===== src/rtl/dac_stage_pkg.sv =====
package dac_stage_pkg;

  localparam int CODE_W = 12;
  localparam int LANE_W = 16;

  typedef enum logic [1:0] {
    FMT_R12 = 2'd0,
    FMT_L12 = 2'd1,
    FMT_R8  = 2'd2,
    FMT_RSV = 2'd3
  } wfmt_e;

  // Pick the 16-bit lane that carries one channel's value.
  function automatic logic [LANE_W-1:0] lane_pick(input logic [1:0] fmt,
                                                  input logic [2*LANE_W-1:0] d,
                                                  input logic dual,
                                                  input logic hi);
    logic [LANE_W-1:0] r;
    if (!dual)
      r = d[LANE_W-1:0];
    else if (fmt == FMT_R8)
      r = hi ? {8'h00, d[15:8]} : {8'h00, d[7:0]};
    else
      r = hi ? d[2*LANE_W-1:LANE_W] : d[LANE_W-1:0];
    return r;
  endfunction

  // Convert one lane into a converter code according to alignment.
  function automatic logic [CODE_W-1:0] lane_code(input logic [1:0] fmt,
                                                  input logic [LANE_W-1:0] lane);
    logic [CODE_W-1:0] c;
    case (fmt)
      FMT_R12: c = lane[CODE_W-1:0];
      FMT_L12: c = lane[LANE_W-1:LANE_W-CODE_W];
      FMT_R8:  c = {lane[7:0], 4'h0};
      default: c = '0;
    endcase
    return c;
  endfunction

endpackage


===== src/rtl/dac_ext_sync.sv =====
module dac_ext_sync #(
  parameter int N      = 3,
  parameter int STAGES = 2
) (
  input  logic         clk,
  input  logic         rst_n,
  input  logic [N-1:0] lines,
  output logic [N-1:0] rise
);
  logic [N-1:0] stg [STAGES+1];

  always_ff @(posedge clk or negedge rst_n) begin
    if (!rst_n) begin
      for (int i = 0; i <= STAGES; i++) stg[i] <= '0;
    end else begin
      stg[0] <= lines;
      for (int i = 1; i <= STAGES; i++) stg[i] <= stg[i-1];
    end
  end

  assign rise = stg[STAGES-1] & ~stg[STAGES];


  single_rise_chk: assert property (@(posedge clk) disable iff (!rst_n)
    (|rise) |=> ((rise & $past(rise)) == '0));
endmodule


===== src/rtl/dac_trig_src.sv =====
module dac_trig_src #(
  parameter int NUM_EXT = 3,
  parameter int SEL_W   = 2
) (
  input  logic               clk,
  input  logic               rst_n,
  input  logic               en,
  input  logic               tr_en,
  input  logic [SEL_W-1:0]   sel,
  input  logic               sw_set,
  input  logic [NUM_EXT-1:0] ext_rise,
  output logic               sw_pend,
  output logic               fire
);
  logic hit;

  always_ff @(posedge clk or negedge rst_n) begin
    if (!rst_n) sw_pend <= 1'b0;
    else        sw_pend <= sw_set & en;
  end

  always_comb begin
    hit = 1'b0;
    if (sel == '0) hit = sw_pend;
    for (int k = 0; k < NUM_EXT; k++)
      if (sel == SEL_W'(k + 1)) hit = ext_rise[k];
  end

  assign fire = en & tr_en & hit;


  sw_clear_chk: assert property (@(posedge clk) disable iff (!rst_n)
    (sw_pend && !sw_set) |=> !sw_pend);

  off_no_fire_chk: assert property (@(posedge clk) disable iff (!rst_n)
    !en |-> !fire);
endmodule


===== src/rtl/dac_chan.sv =====
module dac_chan
  import dac_stage_pkg::*;
(
  input  logic              clk,
  input  logic              rst_n,
  input  logic              en,
  input  logic              tr_en,
  input  logic              dma_en,
  input  logic              wr_hit,
  input  logic [CODE_W-1:0] wr_code,
  input  logic              fire,
  output logic [CODE_W-1:0] code,
  output logic              dma_req,
  output logic              direct_load
);
  logic [CODE_W-1:0] hold;

  assign direct_load = en & wr_hit & ~tr_en;

  always_ff @(posedge clk or negedge rst_n) begin
    if (!rst_n) hold <= '0;
    else if (wr_hit) hold <= wr_code;
  end

  always_ff @(posedge clk or negedge rst_n) begin
    if (!rst_n) begin
      code    <= '0;
      dma_req <= 1'b0;
    end else if (!en) begin
      code    <= '0;
      dma_req <= 1'b0;
    end else begin
      if (fire)             code <= hold;
      else if (direct_load) code <= wr_code;
      if (fire && dma_en)   dma_req <= 1'b1;
      else if (wr_hit)      dma_req <= 1'b0;
    end
  end


  hold_until_trig_chk: assert property (@(posedge clk) disable iff (!rst_n)
    (en && tr_en && !fire) |=> $stable(code));

  direct_load_chk: assert property (@(posedge clk) disable iff (!rst_n)
    direct_load |=> (code == $past(wr_code)));

  dma_raise_chk: assert property (@(posedge clk) disable iff (!rst_n)
    (fire && dma_en) |=> dma_req);

  dma_keep_chk: assert property (@(posedge clk) disable iff (!rst_n)
    (dma_req && en && !wr_hit) |=> dma_req);

  off_zero_chk: assert property (@(posedge clk) disable iff (!rst_n)
    !en |=> (code == '0 && !dma_req));
endmodule


===== src/rtl/dac_stage_ctrl.sv =====
module dac_stage_ctrl
  import dac_stage_pkg::*;
#(
  parameter int NUM_EXT     = 3,
  parameter int SYNC_STAGES = 2,
  parameter int SEL_W       = $clog2(NUM_EXT + 1)
) (
  input  logic               clk,
  input  logic               rst_n,
  input  logic               wr_en,
  input  logic [1:0]         wr_chan,
  input  logic [1:0]         wr_fmt,
  input  logic [31:0]        wr_data,
  input  logic [1:0]         chan_en,
  input  logic [1:0]         trig_en,
  input  logic [1:0]         dma_en,
  input  logic [SEL_W-1:0]   trig_sel_a,
  input  logic [SEL_W-1:0]   trig_sel_b,
  input  logic [1:0]         sw_trig,
  input  logic [NUM_EXT-1:0] ext_trig,
  output logic [1:0]         sw_pend,
  output logic [CODE_W-1:0]  code_a,
  output logic [CODE_W-1:0]  code_b,
  output logic [1:0]         dma_req
);
  localparam int NCH = 2;

  logic               fmt_ok, dual;
  logic [NUM_EXT-1:0] ext_rise;
  logic [SEL_W-1:0]   sel    [NCH];
  logic [CODE_W-1:0]  wcode  [NCH];
  logic [CODE_W-1:0]  ocode  [NCH];
  logic [NCH-1:0]     wr_hit, fire, direct_load;

  assign fmt_ok = (wr_fmt != FMT_RSV);
  assign dual   = &wr_chan;
  assign sel[0] = trig_sel_a;
  assign sel[1] = trig_sel_b;

  dac_ext_sync #(.N(NUM_EXT), .STAGES(SYNC_STAGES)) u_sync (
    .clk(clk), .rst_n(rst_n), .lines(ext_trig), .rise(ext_rise));

  for (genvar c = 0; c < NCH; c++) begin : g_ch
    assign wr_hit[c] = wr_en & fmt_ok & wr_chan[c];
    assign wcode[c]  = lane_code(wr_fmt, lane_pick(wr_fmt, wr_data, dual, c != 0));

    dac_trig_src #(.NUM_EXT(NUM_EXT), .SEL_W(SEL_W)) u_trig (
      .clk(clk), .rst_n(rst_n), .en(chan_en[c]), .tr_en(trig_en[c]),
      .sel(sel[c]), .sw_set(sw_trig[c]), .ext_rise(ext_rise),
      .sw_pend(sw_pend[c]), .fire(fire[c]));

    dac_chan u_chan (
      .clk(clk), .rst_n(rst_n), .en(chan_en[c]), .tr_en(trig_en[c]),
      .dma_en(dma_en[c]), .wr_hit(wr_hit[c]), .wr_code(wcode[c]),
      .fire(fire[c]), .code(ocode[c]), .dma_req(dma_req[c]),
      .direct_load(direct_load[c]));
  end

  assign code_a = ocode[0];
  assign code_b = ocode[1];


  rsv_write_chk: assert property (@(posedge clk) disable iff (!rst_n)
    (wr_en && !fmt_ok) |-> (wr_hit == '0));

  same_src_chk: assert property (@(posedge clk) disable iff (!rst_n)
    (&chan_en && &trig_en && sel[0] == sel[1] && sel[0] != '0) |-> (fire[0] == fire[1]));

  no_direct_dma_chk: assert property (@(posedge clk) disable iff (!rst_n)
    (direct_load[0] && !dma_req[0]) |=> !dma_req[0]);
endmodule


===== config.mk =====
export PLATFORM = sky130hd
export DESIGN_NAME = dac_stage_ctrl
export DESIGN_NICKNAME = d
export VERILOG_FILES = /design/src/rtl/dac_stage_pkg.sv /design/src/rtl/dac_ext_sync.sv /design/src/rtl/dac_trig_src.sv /design/src/rtl/dac_chan.sv /design/src/rtl/dac_stage_ctrl.sv
export SDC_FILE = /design/constraint.sdc
export NUM_CORES = 1
export LEC_CHECK = 0
export CORE_UTILIZATION = 45
export CTS_BUF_LIST = sky130_fd_sc_hd__clkbuf_8
export DETAILED_ROUTE_END_ITERATION = 10
export DONT_BUFFER_PORTS = 1
export GPL_TIMING_DRIVEN = 1
export PLACE_DENSITY_LB_ADDON = 0.2
export RECOVER_POWER = 50
export SLEW_MARGIN = 40
export SYNTH_ARGS = -nofsm -noshare
export SYNTH_HDL_FRONTEND = slang
export SYNTH_SLANG_ARGS = --single-unit
export TNS_END_PERCENT = 1

===== constraint.sdc =====
create_clock -name clk -period 2 [get_ports clk]
set_input_delay 0.2 -clock clk [delete_from_list [all_inputs] [get_ports clk]]
set_output_delay 0.2 -clock clk [all_outputs]
set_load 0.02 [all_outputs]

==> flow_results.org, run 1 <==
** Logic synthesis
- Synthesized area per cell :: 10.59 µm²
- For this run, the register share of the synthesized area comes to 0.4606.
- Number of library cell types mapped by synthesis :: 47
- Prevailing post-synth register cell :: sky130_fd_sc_hd__dfrtp_1
- Count of synthesis-stage warnings from yosys :: 0
- Share of async-settable or async-resettable flops after synthesis :: 1.000
- Flip-flop and latch count after synthesis :: 61
- In this run the cell area of the synthesized design comes to 0.003314 mm².
- Synthesis handed over a netlist of 313 instances.
- Number of enable-type register cells in the synthesized netlist :: 0
- Synthesis produced a netlist with a net count of 367.

** Floorplanning
- Die Height :: 87.82 µm
- I/O pins :: 82
- Effective utilization at floorplan :: 0.4773
- The core region is 0.006944 mm².
- Area enclosed by the die boundary :: 0.007712 mm²
- Horizontal die dimension :: 87.82 µm
- Total number of placement rows :: 30

** Worst setup path
- Slack of the worst reg-to-reg path :: 200 ps
- STA puts the critical path data required time at 2260 ps.
- Cell-by-cell listing of the critical path :: nor2b_1 -> mux4_2 -> and2_4 -> nor3b_4 -> buf_4 -> o2bb2ai_1
- Along the worst path, the maximum fanout reaches 12.
- Setup Crit Path Kind :: flip-flop to flip-flop
- The startpoint identified for the worst register-to-register timing path is u_sync.stg[3]$_DFF_PN0_.
- Largest stage delay on the critical path :: 480 ps
- The worst setup path is launched from a flip-flop.
- Worst Setup End Kind :: flip-flop
- On the critical path, the stage with the largest delay is an instance of sky130_fd_sc_hd__mux4_2.
- Data arrival at the endpoint of the critical path :: 2050 ps
- In this run the worst setup path begins at u_sync.stg[3]$_DFF_PN0_.

** Pwr
- The design draws 3.016 mW.
- Maximum ir drop on the vdd rail :: 0.4207 mV
- Cell leakage power :: 1.565 nW
- Power per unit of standard cell area :: 827.8 mW/mm²

** STA
- Setup total negative slack on the finished layout was measured at 0 ps.
- Clock skew :: 7.427 ps
- Setup WS post-layout :: 204.7 ps
- Slew at the pin closest to its max-slew limit :: 1332 ps
- The worst pin sits at a relative slew slack of 0.1120.
- The number of hold-slack violations in the final timing report came to 0.
- For this run, the top clock speed supported by timing is 557.0 MHz.
- Min Clock Period, post-route :: 1795 ps
- Setup repair after global routing missed its margin :: false
- Setup violations remaining at the end of the flow were counted as 0.
- The number of pins exceeding their max-slew limit in the final report is 0.
- Smallest hold slack :: 16.89 ps
- Fraction of the cycle the final worst path needs :: 0.8977

** Layout
- Registers take 0.001526 mm².
- Commonest non-fill, non-tap cell in the layout :: sky130_fd_sc_hd__dfrtp_1
- Relative to the synthesized area, the layout overhead comes to 9.928%.
- Leading cell types in the layout, fill and taps excluded :: sky130_fd_sc_hd__dfrtp_1, sky130_fd_sc_hd__nand2_1, sky130_fd_sc_hd__mux2i_1
- Core utilization of the finished layout :: 0.5247
- Once layout is complete, the cells apart from fillers number 421.
- The multi-input combinational cells in the finished layout cover a total of 0.001595 mm².
- Number of fillers in the final layout :: 620
- In the final design database the tool counted 373 nets.
- Ratio of cells with drive above 1 in the final layout :: 0.1821
- Final design instance area without fill :: 0.003643 mm²

** Hold path
- The startpoint identified for the worst hold timing path is chan_en[1].
- The tightest min-delay check is of the input port to flip-flop type.

** Status
- The run finished with clean final reports.

** CTS
- After clock tree synthesis, the clock-pin slew on the worst setup and hold paths is 70 ps.
- The clock reaches the later pin of the worst-skew pair after 340 ps.
- Once the clock tree was built, the resizer swapped 0 gates to a different size.
- CTS Hold Buffers Added :: 10
- CTS saw 61 sinks.
- Root Buffer :: sky130_fd_sc_hd__clkbuf_8
- Buffers added to address setup during post-CTS repair amount to 0.
- No sink is reached through more buffers than the 2 on the longest clock path.
- Number of buffers added by the clock tree synthesis step :: 9
- The H-tree was split into 3 levels.
- CTS tree :: done

** Flow run
- Max-cap violation count :: 0

** Detailed routing
- Pre-Repair DR Iteration Count :: 4
- Total wire length after detailed routing :: 7852 µm
- The detail route stage leaves a number of antenna-violating nets equal to 0.
- Across all layers, the routed design uses 2430 vias.
- Detailed-route vias per instance :: 5.772
- The first routing iteration left 106 violations.
- In the final routed layout, each cell accounts on average for 18.65 µm.
- Post-route DRC violation count :: 0

** Global route
- Entering global routing, the biggest net connects 62 pins.
- Initial antenna violation count :: 1
- The via count of the first global-routing pass was 2539.
- In the global route stage, overall resource usage came out at 0.2228.
- First-pass GRT wire length :: 12770 µm
- Total gr overflow :: 0

** Placement
- After detailed placement, the design holds a cell count of 394.
- RD Place Congestion :: 0.8400
- Detailed placement finished with a half-perimeter wire length of 5640 µm.
- At the placement stage, the worst setup path has a slack of 112.6 ps.
- Area post-placement :: 0.003344 mm²
- Port buffer count :: 0
logic make-up (layout without fill, tap and decap cells):
| kind of cell | count (synthesis) | count (layout) | synth area share |
|---|---|---|---|
| other | 0 | 1 | 0 |
| buffers and inverters | 31 | 42 | 0.05662 |
| flip-flops | 61 | 61 | 0.4605 |
| AND/OR/NAND/NOR | 98 | 98 | 0.1446 |
| AO/OA/AOI/OAI | 72 | 72 | 0.1510 |
| multiplexers | 51 | 51 | 0.1872 |
worst paths after layout:
check	depth (start not counted)	endpoint
min in group asynchronous	2	u_sync.stg[3]$_DFF_PN0_
worst min-delay path	2	g_ch[1].u_chan.code[6]$_DFFE_PN0P_
worst max-delay path	6	g_ch[0].u_chan.code[9]$_DFFE_PN0P_
max in group asynchronous	2	g_ch[1].u_chan.hold[7]$_DFFE_PN0P_
worst max register to register	6	g_ch[0].u_chan.code[9]$_DFFE_PN0P_
worst min register to register	0	u_sync.stg[5]$_DFF_PN0_
where the power goes:
part	internal, mW	switching [mW]	total, mW
sequential	1.36	0.110	1.47
clock	0.643	0.491	1.13
combinational	0.203	0.211	0.414
critical path: cells and delay by family, from the launching register on:
family          cells  cell delay (ps)
buf+inv             1              210
simple gates        3              510
compound gates      1              130
mux                 1              480
flops               1              380
layout make-up:
class                   count  area share
multi-input cells         221      0.4378
flip-flops and latches     61      0.4190
repair buffers             20     0.04567
clock buffers              11     0.04155
well taps                  96     0.03297
clock inverters             5     0.01614
inverters                   6    0.006181
diodes                      1   0.0006868
layer usage:
| layer | GRT usage | share of wire | up-vias |
|---|---|---|---|
| li1 | - | - | 1154 |
| met1 | 0.2946 | 0.46 | 1194 |
| met2 | 0.3270 | 0.43 | 72 |
| met3 | 0.08671 | 0.088 | 10 |
| met4 | 0.09091 | 0.016 | 0 |
| met5 | 0 | 0 | - |
state kept, by name, indices dropped and copies added (netlist names):
name	flops
g_ch.u_chan.code	24
g_ch.u_chan.hold	24
u_sync.stg	9
g_ch.u_chan.dma_req	2
g_ch.u_trig.sw_pend	2
synth_stat cells (3+ instances only):
cell type                   number  area share
sky130_fd_sc_hd__buf_6           4       0.014
sky130_fd_sc_hd__mux2i_1        26       0.079
sky130_fd_sc_hd__o21ai_0        18       0.027
sky130_fd_sc_hd__a22oi_1         4      0.0091
sky130_fd_sc_hd__nor3_1          4      0.0060
sky130_fd_sc_hd__clkbuf_1        7      0.0079
sky130_fd_sc_hd__mux2_2         17       0.058
sky130_fd_sc_hd__a221oi_1        5       0.013
sky130_fd_sc_hd__nand2_1        45       0.051
sky130_fd_sc_hd__dfrtp_1        61        0.46
sky130_fd_sc_hd__and2_1          4      0.0075
sky130_fd_sc_hd__mux4_2          7       0.048
sky130_fd_sc_hd__nor3b_1         3      0.0068
sky130_fd_sc_hd__buf_2           8       0.012
sky130_fd_sc_hd__o2bb2ai_1      12       0.032
sky130_fd_sc_hd__a21oi_1        16       0.024
sky130_fd_sc_hd__nor2b_1         6       0.011
sky130_fd_sc_hd__nand3_1        11       0.017
sky130_fd_sc_hd__buf_4           4      0.0091
sky130_fd_sc_hd__nor2_1         15       0.017
sky130_fd_sc_hd__inv_1           4      0.0045
No activity file was read; power rests on OpenSTA's default activity.
==> run 2: changes to the inputs <==
--- a/config.mk
+++ b/config.mk
@@ -15,5 +15,6 @@
 export SLEW_MARGIN = 40
 export SYNTH_ARGS = -nofsm -noshare
 export SYNTH_HDL_FRONTEND = slang
+export SYNTH_HIERARCHICAL = 1
 export SYNTH_SLANG_ARGS = --single-unit
 export TNS_END_PERCENT = 1
==> run 2 against run 1 <==
Net effect: synthesized area fell by 0.30%; largest cell class unchanged; largest power group unchanged; clock skew rose by 4.2 ps; sequential share of layout area barely moved; via count fell by 4.9%; combinational power fell by 5%; count of clock-buffer cells in the layout did not move; clock power rose by 8%.
==> flow_results.org, run 2 <==
** Layout
- Number of nets in the layout :: 354
- Of the cells placed in the final design, the portion with a size suffix greater than 1 is 0.2033.
- Antenna diodes :: 0
- The library cell used most frequently in the layout, excluding fill and tap cells, is sky130_fd_sc_hd__dfrtp_1.
- Leading cell types in the layout, fill and taps excluded :: sky130_fd_sc_hd__dfrtp_1, sky130_fd_sc_hd__mux2i_1, sky130_fd_sc_hd__o21ai_0
- Regs by FF count :: g_ch.u_chan/code x24, g_ch.u_chan/hold x24, u_sync/stg x9
- Number of fillers in the final layout :: 611
- Core utilization of the finished layout :: 0.5245
- Leaving out filler cells and counting taps, the final layout contains 401.
- The area growth from synthesis to layout is 10.22%.

** Detailed routing
- Detailed-route vias per instance :: 5.763
- Detailed-route wire length per cell :: 18.68 µm
- Wires add up to 7492 µm.
- Overall via count from detail_route :: 2311
- Pre-Repair DR Iteration Count :: 4
- Remaining antenna violation count :: 0
- Post-route DRC violation count :: 0
- In this run, the number of DRC markers left after iteration 0 of detailed routing was 84.

** STA
- Of the available clock period, the critical path in the final layout requires 0.8731.
- The number of hold-slack violations in the final timing report came to 0.
- Setup repair after global routing missed its margin :: false
- Clock skew :: 11.59 ps
- Subtracting the final worst setup slack from the clock period gives 1746 ps.
- Final Max Slew Viols :: 0
- At the pin with the least slew margin, the transition time is 1354 ps.
- Setup violations, final :: 0
- Maximum clock rate :: 572.7 MHz
- Smallest hold slack :: 13.30 ps
- Max-Slew Margin vs Limit :: 0.09712
- Adding up every negative setup slack in the final design gives 0 ps.

** Floorplanning
- Total number of placement rows :: 30
- Area enclosed by the die boundary :: 0.007690 mm²
- Horizontal die dimension :: 87.69 µm
- The initial utilization of the core area, before any placement, comes to 0.4759.
- I/O pins :: 82
- Die Height :: 87.69 µm
- Area of the placeable core :: 0.006944 mm²

** Status
- Status :: finished clean

** Pwr
- Of the total power, combinational logic draws 0.128.
- Internal Power :: 2.329 mW
- Switching portion of total power :: 0.2453
- Summed over all nets, the switching power comes to 757.1 µW.
- Maximum ir drop on the vdd rail :: 0.4260 mV
- The share of total power dissipated in the clock network is 0.396.
- Dividing total power by cell area gives a power density of 847.4 mW/mm².
- Of the total power, registers draw 0.476.
- For this design the static power due to leakage is 1.531 nW.

** Global route
- The via count of the first global-routing pass came to 2268.
- The initial antenna violation count is 0.
- The first global-routing pass estimated 11470 µm of wire.
- Global routing usage summed across all routing layers :: 0.2021
- Maximum number of pins on one net before global-route repair :: 62
- Total gr overflow :: 0

** CTS
- Root Buffer :: sky130_fd_sc_hd__clkbuf_8
- In this run, CTS created clock tree buffers numbering 9.
- CTS tree :: done
- The clock passes through at most 2 buffers.
- The clock reaches the later pin of the worst-skew pair after 330 ps.
- Cells resized by post-CTS repair :: 0
- The H-tree generated during clock tree synthesis spans 3 levels.
- Worst-path clk slew :: 70 ps
- The clock net in this run drives a total of 61 sinks.

** Flow run
- Max-cap violation count :: 0

** Placement
- RD Place Congestion :: 0.7708
- In this run the tool buffered the top-level ports with 0 buffer cells.
- After detailed placement, the design holds a cell count of 376.
- Detailed placement ended at an HPWL of 5253 µm.

** Worst setup path
- Worst Setup End Kind :: flip-flop
- R2r worst-path depth :: 7
- Of all nets on the critical path, the largest fanout is 24.
- Startpoint type of the worst setup path :: flip-flop
- Worst Path Required :: 2240 ps
- Data arrival at the endpoint of the critical path :: 1990 ps
- Setup Crit Path Kind :: flip-flop to flip-flop

** Hold path
- Worst min path class :: input port to flip-flop
- Worst hold path cell count :: 1

** Logic synthesis
- Synth Net Count :: 350
- Instance count of the mapped netlist :: 296
- Synthesized area per cell :: 11.16 µm²
- Netlist Area Pre-Place :: 0.003304 mm²
- Count of synthesis-stage warnings from yosys :: 6
-- run 2: final timing paths --
check,start,end,slack (ps)
max,u_sync/stg[5]$_DFF_PN0_,g_ch[1].u_chan/code[8]$_DFFE_PN0P_,250
min,chan_en[0],g_ch[0].u_chan/dma_req$_DFFE_PN0P_,10
max reg2reg,u_sync/stg[5]$_DFF_PN0_,g_ch[1].u_chan/code[8]$_DFFE_PN0P_,250
min reg2reg,u_sync/stg[6]$_DFF_PN0_,u_sync/stg[3]$_DFF_PN0_,350
max in group asynchronous,rst_n,g_ch[0].u_chan/hold[11]$_DFFE_PN0P_,450
min in group asynchronous,rst_n,g_ch[1].u_chan/code[4]$_DFFE_PN0P_,710
-- run 2: area by class of cell --
| type | instances | area [µm²] | share of cell area |
|---|---|---|---|
| clock inverter | 5 | 75.07 | 0.02061 |
| inverter | 2 | 7.507 | 0.002061 |
| tap | 96 | 120.1 | 0.03298 |
| multi-input combinational | 208 | 1588 | 0.4359 |
| timing repair buffer | 18 | 173.9 | 0.04775 |
| sequential | 61 | 1526 | 0.4191 |
| clock buffer | 11 | 151.4 | 0.04157 |
-- run 2: power by group through the flow --
stage	registers [mW]	clock network [mW]	logic [mW]
6_report	1.47	1.22	0.395
2_1_floorplan	1.47	0	0.326
3_3_place_gp	1.49	0	0.346
4_1_cts	1.47	1.25	0.407
5_1_grt	1.48	1.31	0.436
3_5_place_dp	1.49	0	0.356
-- run 2: through the flow --
step                total power, mW  setup slack [ps]  instance area [µm²]
global route                  3.222             135.4                 3642
finish                        3.086             253.8                 3642
global placement              1.832             325.7                 3334
detailed placement            1.847             278.3                 3334
floorplan                     1.798             267.9                 3304
CTS                           3.126             261.7                 3669
-- run 2: repair_timing --
action | 4_1_cts | 5_1_grt
hold buffers | 9 | 0
endpoints found under the hold margin | 88 | 0
buffers inserted | 0 | 0
-- run 2: critical path: stages (launching register included) --
cell and delay [ps]:
sky130_fd_sc_hd__dfrtp_1 380, sky130_fd_sc_hd__nor2b_4 130, sky130_fd_sc_hd__mux4_2 460, sky130_fd_sc_hd__and3_1 200, sky130_fd_sc_hd__inv_1 90, sky130_fd_sc_hd__buf_12 160
sky130_fd_sc_hd__o21ai_0 100, sky130_fd_sc_hd__a21oi_1 140
-- run 2: per-layer routing --
layer	up-vias	routed length, µm	track usage
li1	1091	-	-
met1	1126	3362	0.2527
met2	77	3290	0.3054
met3	17	631	0.08011
met4	0	208	0.09985
met5	-	0	0
